### src/rtl/dice_pkg.sv
package dice_pkg;
   typedef enum logic [2:0] {
      ST_INIT,
      ST_BEGIN,
      ST_ROLL,
      ST_ADD,
      ST_WAIT,
      ST_TEST,
      ST_WIN
   } game_state_t;
endpackage

### src/rtl/dice_die_counter.sv
module dice_die_counter #(
   parameter int DIE_W   = 3,
   parameter int DIE_MAX = 6
) (
   input  logic             clk,
   input  logic             rst,
   input  logic             load_one,
   input  logic             advance,
   output logic [DIE_W-1:0] face
);
   localparam logic [DIE_W-1:0] FACE_ONE = DIE_W'(1);
   localparam logic [DIE_W-1:0] FACE_TOP = DIE_W'(DIE_MAX);

   always_ff @(posedge clk) begin
      if (rst || load_one)
         face <= FACE_ONE;
      else if (advance)
         face <= (face == FACE_TOP) ? FACE_ONE : face + FACE_ONE;
   end
endmodule

### src/rtl/dice_sat_add.sv
module dice_sat_add #(
   parameter int W        = 7,
   parameter bit SATURATE = 1'b1
) (
   input  logic [W-1:0] a,
   input  logic [W-1:0] b,
   output logic [W-1:0] sum
);
   logic [W:0] wide;
   assign wide = {1'b0, a} + {1'b0, b};

   generate
      if (SATURATE) begin : g_sat
         assign sum = wide[W] ? {W{1'b1}} : wide[W-1:0];
      end else begin : g_wrap
         assign sum = wide[W-1:0];
      end
   endgenerate
endmodule

### src/rtl/dice_blinker.sv
module dice_blinker #(
   parameter int DIV_W = 24
) (
   input  logic clk,
   input  logic rst,
   input  logic run,
   output logic lit
);
   logic [DIV_W-1:0] cnt;

   always_ff @(posedge clk) begin
      if (rst || !run)
         cnt <= '0;
      else
         cnt <= cnt + DIV_W'(1);
   end

   assign lit = ~cnt[DIV_W-1];
endmodule

### src/rtl/dice_turn_ctrl.sv
module dice_turn_ctrl
   import dice_pkg::*;
#(
   parameter int SCORE_W   = 7,
   parameter int WIN_SCORE = 100,
   parameter int DIE_W     = 3,
   parameter int DIE_MAX   = 6,
   parameter int BLINK_W   = 24,
   parameter bit SATURATE  = 1'b1
) (
   input  logic               clk,
   input  logic               rst,
   input  logic               roll,
   input  logic               hold,
   input  logic               new_game,
   output logic [DIE_W-1:0]   die_val,
   output logic [SCORE_W-1:0] turn_sum,
   output logic [SCORE_W-1:0] score_a,
   output logic [SCORE_W-1:0] score_b,
   output logic               lamp_a,
   output logic               lamp_b
);
   localparam int PLAYERS = 2;
   localparam int PAD_W   = SCORE_W - DIE_W;

   if (WIN_SCORE >= (1 << SCORE_W) || WIN_SCORE < 1) begin : g_bad_win
      $error("dice_turn_ctrl: WIN_SCORE must fit in SCORE_W bits");
   end
   if (DIE_MAX < 2 || DIE_MAX >= (1 << DIE_W)) begin : g_bad_die
      $error("dice_turn_ctrl: DIE_MAX must lie in 2..2**DIE_W-1");
   end
   if (PAD_W < 1) begin : g_bad_pad
      $error("dice_turn_ctrl: SCORE_W must exceed DIE_W");
   end
   if (BLINK_W < 1) begin : g_bad_blink
      $error("dice_turn_ctrl: BLINK_W must be at least 1");
   end

   game_state_t        state_q, state_d;
   logic               first_q, cur_q;
   logic [SCORE_W-1:0] turn_q, turn_add, score_add, active_score;
   logic [SCORE_W-1:0] score_q [PLAYERS];
   logic               die_adv, die_one, win_hit, bank, blink_lit, in_win;

   assign die_adv = roll && (state_q == ST_BEGIN || state_q == ST_ROLL || state_q == ST_WAIT);
   assign die_one = (die_val == DIE_W'(1));
   assign bank    = (state_q == ST_WAIT) && !roll && hold;
   assign in_win  = (state_q == ST_WIN);

   dice_die_counter #(.DIE_W(DIE_W), .DIE_MAX(DIE_MAX)) i_die (
      .clk(clk), .rst(rst), .load_one(state_q == ST_INIT), .advance(die_adv), .face(die_val)
   );

   dice_sat_add #(.W(SCORE_W), .SATURATE(SATURATE)) i_turn_add (
      .a(turn_q), .b({{PAD_W{1'b0}}, die_val}), .sum(turn_add)
   );

   assign active_score = score_q[cur_q];
   assign win_hit      = (active_score >= SCORE_W'(WIN_SCORE));

   dice_sat_add #(.W(SCORE_W), .SATURATE(SATURATE)) i_score_add (
      .a(active_score), .b(turn_q), .sum(score_add)
   );

   dice_blinker #(.DIV_W(BLINK_W)) i_blink (
      .clk(clk), .rst(rst), .run(in_win), .lit(blink_lit)
   );

   always_comb begin
      state_d = state_q;
      case (state_q)
         ST_INIT:  state_d = ST_BEGIN;
         ST_BEGIN: if (roll) state_d = ST_ROLL;
         ST_ROLL:  if (!roll) state_d = ST_ADD;
         ST_ADD:   state_d = die_one ? ST_BEGIN : ST_WAIT;
         ST_WAIT:  if (roll) state_d = ST_ROLL;
                   else if (hold) state_d = ST_TEST;
         ST_TEST:  state_d = win_hit ? ST_WIN : ST_BEGIN;
         ST_WIN:   if (new_game) state_d = ST_INIT;
         default:  state_d = ST_INIT;
      endcase
   end

   always_ff @(posedge clk) begin
      if (rst) begin
         state_q <= ST_INIT;
         first_q <= 1'b0;
         cur_q   <= 1'b0;
         turn_q  <= '0;
      end else begin
         state_q <= state_d;
         case (state_q)
            ST_INIT: begin
               cur_q  <= first_q;
               turn_q <= '0;
            end
            ST_BEGIN: turn_q <= '0;
            ST_ADD: begin
               if (die_one) cur_q  <= ~cur_q;
               else         turn_q <= turn_add;
            end
            ST_TEST: if (!win_hit) cur_q <= ~cur_q;
            ST_WIN:  if (new_game) first_q <= ~first_q;
            default: ;
         endcase
      end
   end

   for (genvar p = 0; p < PLAYERS; p++) begin : g_score
      always_ff @(posedge clk) begin
         if (rst || state_q == ST_INIT)
            score_q[p] <= '0;
         else if (bank && (cur_q == 1'(p)))
            score_q[p] <= score_add;
      end
   end

   assign turn_sum = turn_q;
   assign score_a  = score_q[0];
   assign score_b  = score_q[1];
   assign lamp_a   = (cur_q == 1'b0) && (!in_win || blink_lit);
   assign lamp_b   = (cur_q == 1'b1) && (!in_win || blink_lit);
endmodule

### config.mk
export PLATFORM = sky130hd
export DESIGN_NAME = dice_turn_ctrl
export DESIGN_NICKNAME = d
export VERILOG_FILES = /design/src/rtl/dice_pkg.sv /design/src/rtl/dice_die_counter.sv /design/src/rtl/dice_sat_add.sv /design/src/rtl/dice_blinker.sv /design/src/rtl/dice_turn_ctrl.sv
export SDC_FILE = /design/constraint.sdc
export NUM_CORES = 1
export LEC_CHECK = 0
export ABC_AREA = 1
export BUFFER_PORTS_ARGS = -buffer_cell sky130_fd_sc_hd__buf_4
export CAP_MARGIN = 40
export CORE_UTILIZATION = 40
export CTS_CLUSTER_DIAMETER = 120
export DETAILED_ROUTE_END_ITERATION = 10
export GPL_TIMING_DRIVEN = 0
export PLACE_DENSITY_LB_ADDON = 0.15
export SYNTH_ARGS = -nofsm -noshare
export SYNTH_HDL_FRONTEND = slang
export SYNTH_SLANG_ARGS = --single-unit
### constraint.sdc
create_clock -name clk -period 2.6 [get_ports clk]
set_input_delay 0.39 -clock clk [delete_from_list [all_inputs] [get_ports clk]]
set_output_delay 0.39 -clock clk [all_outputs]
set_load 0.005 [all_outputs]
=== After elaboration in Yosys (flattened, before gate mapping) ===
Memory sizes are Yosys's and may differ from the RTL's. A register that Yosys moved wholly into a read port is not among the register bits.
Index checks and enable logic that the tools add are counted.

* Memory bits (writable): 14
* Word-level logic and storage cells: 82
* Memories: 1
* Output and inout bits: 26
* Register bits after elaboration: 39
* Input bits: 5

{| class="wikitable"
|+ Memory list
! memory !! words !! width !! rd ports !! clocked after memory_dff !! write ports !! line !! RTL
|-
| score_q || 2 || 7 || 3 || 1 || 2 || dice_turn_ctrl.sv:42 || <nowiki>logic [SCORE_W-1:0] score_q [PLAYERS];</nowiki>
|}

* $add $sub $neg: 4
* $lt $le $gt $ge: 1
* Reduce and logical (&&, ||, !) cells: 22
* Bitwise operators: 5
* Multiplexer cells: 28
* Equal/unequal tests: 15

{| class="wikitable"
|+ Operators with widths
! kind !! count
|-
| $mux 7 || 5
|-
| $add 24x1->24 const B || 1
|-
| $mux 3 || 8
|-
| $pmux 3 s7 || 1
|-
| $pmux 7 s2 || 1
|-
| $eq 3x3->1 const B || 4
|-
| $mux 1 || 12
|-
| $ne 2x2->1 const B || 6
|-
| $add 7x3->8 || 1
|-
| $add 7x7->8 || 1
|-
| $ge 7x7->1 const B || 1
|-
| $logic_and 1x1->1 || 7
|-
| $eq 3x1->1 const B || 2
|-
| $eq 3x2->1 const B || 2
|-
| $logic_or 1x1->1 || 5
|-
| $reduce_and 2->1 || 2
|-
| $reduce_and 4->1 || 1
|-
| $add 3x1->3 const B || 1
|-
| $logic_not 3->1 || 1
|-
| $ne 3x3->1 const B || 1
|-
| $not 1->1 || 3
|-
| $pmux 1 s3 || 1
|-
| $reduce_and 3->1 || 1
|-
| $reduce_bool 3->1 || 1
|-
| other kinds (4) || 6
|}

=== Depth between registers and ports, before layout ===
Gate-level depths: netlist of run 1.

* Word-level depth: 8
* Gate-level depth with buffers: 14
* Mapped depth without buffers: 13

=== Hierarchy ===
A second synthesis of run 1 with hierarchy kept.

* Cells, all modules: 499
* Area, all modules: 3459.6 um^2

{| class="wikitable"
|+ Modules (own cells, without submodules)
! module !! instances !! seq. area each (um^2) !! area an instance (um^2) !! cells each
|-
| dice_turn_ctrl || 1 || 680.7 || 1410.1 || 183
|-
| dice_blinker || 1 || 480.5 || 1211.2 || 172
|-
| dice_sat_add || 2 || 0.0 || 347.8 || 62
|-
| dice_die_counter || 1 || 60.1 || 142.6 || 20
|}

=== Worst setup path before layout of run 1 ===
No wires, ideal clock.

* Path type: reg-to-reg
* From: register (tool-made name)
* To: memory score_q[0][2] (data pin)
* Slack: 0.609 ns
* Setup time: 0.250 ns
* Buffers on the path: 1
* Arrival: 1.742 ns
* Required time: 2.350 ns
* Clock period less this slack: 1.991 ns
* Cell stages (with the launch flop): 13
* Cells stage by stage: dfxtp_1 > buf_4 > inv_2 > nand2_1 > nand2_1 > inv_1 > ha_1 > a21oi_1 > o21ai_0 > a21oi_2 > o21ai_0 > nand2_1 > inv_1

{| class="wikitable"
|+ RTL lines
! item !! line
|-
| to (decl) || dice_turn_ctrl.sv:42
|}

==> run metrics, run 1 <==
critical path peak fanout 8; Rows 32; Initial Util a little over two fifths; global-route wire length before repair 13100 um; Die Y roughly 93 um; Pins Over Slew Limit 0; clock buffer count from CTS 5; Synth async-reset ratio 0%; Max Fclk ~420 MHz; P_leak between 0.0015 and 0.002 uW; die width around 93 um; Clock Skews between 10 and 15 ps; WP data required about 2700 ps; sequential element share of the synthesized area 36.8%; crit path launch type register; Hold Crit Class in -> reg; Total GRT Usage between 10% and 20%; post-synthesis cell type count 39; Yosys warnings 0; routed wire length 7430 um; Rel. slew slack about 57%; # H-tree levels 2; status completed; Die Area around 8700 um^2; DRC 0; Post-Syn Nets approximately 500; Max clock buf depth 2; Min Hold Slack 394 ps; VDD IR max ~0.23 mV; fillers 826; # resized after CTS 0; Worst-Margin Slew 635 ps; core area a little under 8000 um^2; Synth area leader dfxtp_1; Nets between 500 and 600; CTS Hold Bufs 0; area occupied by multi-input gates roughly 1700 um^2; synthesized area per cell 6.91 um^2; Vias/cell approximately 4.9; share of cells above drive strength 1 between 10% and 20%; setup bufs post-CTS 0; 1st-pass router iterations 4; grt ovf 0; fin crit period approximately 2400 ps; Reg area approximately 1200 um^2; DR iter-0 viols around 120; max cap viols 0; DP Wirelength 5860 um; synthesized cell area approximately 3300 um^2; total clock sinks 54; Port Buf Inserts 30; Layout area overhead 13.6%; TNS Setup 0 ps; top post-synthesis cells by area dfxtp_1, nand2_1, edfxtp_1, inv_1, nor2_1; commonest non-fill, non-tap cell in the layout nand2_1; arrival time worst endpoint approximately 2500 ps; crit share post-route approximately 92%; largest net degree at the start of global routing 17; #FFs+latches synth 54; GP Congestion 0.852; later-pin clock latency in the skew report 310 ps; Crit Path Category reg -> reg; final setup violation count 0; Yosys top cell area share approximately a quarter; detail-routed net length per standard cell approximately 12 um; Final Hold Fails 0; I/O pin cnt 31; Mapped Cells 480; commonest non-fill, non-tap cells in the layout nand2_1, inv_1, nor2_1, dfxtp_1, a21oi_1; Worst Setup End Kind register; antenna-violating nets left 0; CTS tree built; # diodes 0; root buffer cell clkbuf_8; Tot Pwr between 2000 and 2500 uW; Main synth FF type dfxtp_1; Cell Pwr Density roughly 530 nW/um^2; vias in the first global route 2846; CTS clk-pin slew, worst paths 100 ps; initial antenna violation count 0; Post-synth EDFFs 14; RSZ-0062 raised after global routing false; Via Count ~3000
## per-stage QoR
step | util, % | worst slack, ps | cell area (um^2) | cells
floorplan | - | 609 | 3310 | 480
global placement | 46.5 | 208 | 3670 | 612
detailed placement | 46.6 | 216 | 3680 | 614
CTS | 47.7 | 202 | 3760 | 622
global route | 47.7 | 37.8 | 3760 | 622
finish | 47.7 | 202 | 3760 | 622
## metal layers
layer	part of all wire, %	vias to the layer above	GRT usage (%)	wire length, um
met2	45	57	31.4	3330
met4	2.1	0	6.41	154
met3	3.6	12	2.60	265
li1	-	1611	-	-
met5	0	-	0	0
met1	50	1383	25.0	3680
## cell families (layout without fill, tap and decap cells)
group           Yosys count  in the layout  share of synthesized area, %
compound gates           61             61                          9.78
xor+xnor                  7              7                          1.85
fa+ha+maj                13             13                          5.36
buf+inv                  92            132                          10.9
flops                    54             54                          36.8
simple gates            253            253                          35.2
## cells in the mapped netlist (2+ instances only)
library cell / instances
nand3_1: 23
fa_1: 2
nor3_2: 2
nand2_1: 132
buf_4: 2
xor2_1: 5
inv_2: 10
nor2_2: 7
buf_2: 2
o21ai_2: 2
nand3_2: 3
nor2_1: 51
nand3b_1: 6
ha_1: 11
nand4_1: 16
inv_1: 75
o21ai_1: 2
nand4_2: 3
a21oi_1: 36
nand2_2: 2
o21ai_0: 17
edfxtp_1: 14
dfxtp_1: 40
xnor2_1: 2
## report_power, final
part | internal (uW) | switching (uW)
clock network | 195 | 286
registers | 926 | 39.2
logic | 216 | 341
## sequential cells by signal, indices dropped and copies added, names as in the netlist, named ones only
name,count
i_die.face,3
i_blink.cnt,24
cur_q,1
state_q,3
turn_sum,7
first_q,1
score_q,14
## worst max-delay path: stages, from the launching register on
cell	delay, ps
dfxtp_1	310
buf_4	160
inv_2	130
nand2_1	60
nand2_1	100
inv_1	50
ha_1	330
a21oi_1	260
o21ai_0	140
a21oi_2	280
inv_1	100
nor2_1	180
nor2_1	70
## path summary, 6_finish.rpt
path,cells after the start,endpoint,from,slack (ps)
max reg2reg,12,score_q[1][4],register,200
min reg2reg,2,first_q,first_q,470
max,12,score_q[1][4],register,200
min,4,turn_sum[3],rst,390
## final cells by class
class	count	area share [%]
Timing Repair Buffer	32	6.25
Sequential cell	54	32.4
Buffer	6	1.06
Multi-Input combinational cell	334	46.0
Clock inverter	2	0.366
Tap cell	102	3.39
Clock buffer	6	1.96
Inverter	86	8.57
No activity file was read; power rests on OpenSTA's default activity.
==> run 2: changes to the inputs <==
--- a/config.mk
+++ b/config.mk
@@ -12,7 +12,9 @@
 export CTS_CLUSTER_DIAMETER = 120
 export DETAILED_ROUTE_END_ITERATION = 10
 export GPL_TIMING_DRIVEN = 0
+export MAX_ROUTING_LAYER = met4
 export PLACE_DENSITY_LB_ADDON = 0.15
+export SLEW_MARGIN = 30
 export SYNTH_ARGS = -nofsm -noshare
 export SYNTH_HDL_FRONTEND = slang
 export SYNTH_SLANG_ARGS = --single-unit
==> run 2 against run 1 <==
Setup slack better by 9.7 ps. Hold slack worse by 2.8 ps. Highest routed layer unchanged. Via count down 2.4%.
==> run metrics, run 2 (synthesis results as in run 1) <==
DR iter-0 viols 110 (-7.6%); Setup WS post-layout 212 ps (+9.74 ps); initial antenna violation count 0 (unchanged); critical path peak fanout 8 (unchanged); Max clock buf depth 2 (unchanged); Worst-Margin Slew 767 ps (+132 ps); Reg area 1220 um^2 (unchanged); final setup violation count 0 (unchanged); WP data required 2670 ps (about the same); largest net degree at the start of global routing 18 (+1); Port Buf Inserts 30 (unchanged); CTS Hold Bufs 0 (unchanged); dpl cell area 3670 um^2 (-0.27%); Clock Skews 10.1 ps (-3.64 ps); Max Fclk 419 MHz (+0.41%); Post-Place Worst Slack 203 ps (-12.9 ps); die width 93.0 um (unchanged); status completed; Tot Pwr 2060 uW (+2.8%); crit path launch type register; VDD IR max 0.267 mV (+16%); area occupied by multi-input gates 1730 um^2 (unchanged); CTS clk-pin slew, worst paths 100 ps (about the same); Layout area overhead 13.9%; setup bufs post-CTS 0 (unchanged); root buffer cell clkbuf_8; commonest non-fill, non-tap cell in the layout nand2_1; later-pin clock latency in the skew report 310 ps (about the same); max reg flops 24 (unchanged); Post-Layout Cell Count 620 (-0.32%); Cell Pwr Density 545 nW/um^2 (+2.5%); Rows 32 (unchanged); CTS tree built; WL met2 3380 um (+1.5%); share of cells above drive strength 1 15.1% (-0.33 points); P_leak 0.00174 uW (+0.15%); Nets 535 (-0.37%); Vias/cell 4.82 (-2.1%); Die Area 8650 um^2 (unchanged); Worst Min Path Start rst; Via Count 2990 (-2.4%); antenna-violating nets left 0 (unchanged); DP Wirelength 5800 um (-1.0%); RSZ-0062 raised after global routing false; Crit Path Category reg -> reg; total clock sinks 54 (unchanged); global-route wire length before repair 12900 um (-1.3%); Finished Cell Area 3770 um^2 (+0.27%); I/O pin cnt 31 (unchanged); routed wire length 7330 um (-1.3%); max cap viols 0 (unchanged); # resized after CTS 0 (unchanged); Die Y 93.0 um (unchanged); Hold Crit Class in -> reg; arrival time worst endpoint 2460 ps (about the same); Worst Setup End Kind register; commonest non-fill, non-tap cells in the layout nand2_1, inv_1, nor2_1, dfxtp_1, a21oi_1; # H-tree levels 2 (unchanged); routed wl met3 203 um (-23%); Reg2Reg Setup Slack 210 ps (about the same); TNS Setup 0 ps (unchanged); # diodes 0 (unchanged); hold path endpoint first_q; Pins Over Slew Limit 0 (unchanged); placed cell count 612 (-0.33%); Top reg by flops i_blink.cnt; fillers 795 (-3.8%); crit share post-route 91.8% (-0.37 points); core area 7890 um^2 (unchanged); detail-routed net length per standard cell 11.8 um (-1.0%); Initial Util 42.0% (unchanged); Top Layer Used met4; Rel. slew slack 48.6% (-8.7 points); vias in the first global route 2843 (-0.11%); fin crit period 2390 ps (-9.74 ps); 1st-pass router iterations 5 (+1); clock buffer count from CTS 5 (unchanged); DRC 0 (unchanged); Total GRT Usage 19.2% (+0.33 points); GP Congestion 0.866 (+1.6%); Final Hold Fails 0 (unchanged); Met1 Wirelength 3690 um (+0.24%); Hold Path Cell Cnt 4 (unchanged); grt ovf 0 (unchanged); R2R depth 12 (unchanged); Worst R2R End score_q[1][4]
-- run 2: where the power goes --
part / internal [uW] / switching [uW]
clock: 251 / 290
sequential: 927 / 40.1
combinational: 212 / 338
total: 1390 / 668
-- run 2: through the flow --
step,util [%],hold slack (ps)
CTS,47.9,385
global route,47.9,401
global placement,46.5,449
detailed placement,46.5,453
floorplan,-,439
finish,47.9,391
-- run 2: worst max-delay path by stage --
stage | from | endpoint | cells after the start | slack, ps
6_report | register | score_q[1][4] | 12 | 210
2_1_floorplan | register | score_q[0][2] | 12 | 610
3_5_place_dp | register | score_q[1][4] | 12 | 200
5_1_grt | register | score_q[0][3] | 12 | 20
3_3_place_gp | roll | score_q[1][1] | 6 | 210
4_1_cts | register | score_q[1][4] | 12 | 190
-- run 2: per-layer routing --
metal	global-route usage [%]	vias to the layer above
met4	4.23	0
met1	24.6	1331
met2	32.2	47
li1	-	1604
met3	2.76	8
met5	-	-
-- run 2: critical path, cell delays in order (launching register included) --
cell and delay, ps:
dfxtp_1 310, buf_4 160, inv_2 130, nand2_1 60, nand2_1 100, inv_1 50, ha_1 330, a21oi_1 260
o21ai_0 140, a21oi_2 290, inv_1 100, nor2_1 170, nor2_1 60
-- run 2: cell type report --
cell class | instances | share of cell area [%]
inverters | 86 | 8.55
plain buffers | 6 | 1.06
clock buffers | 6 | 2.49
well taps | 102 | 3.38
flip-flops and latches | 54 | 32.3
repair buffers | 30 | 5.97
multi-input cells | 334 | 45.8
clock inverters | 2 | 0.365
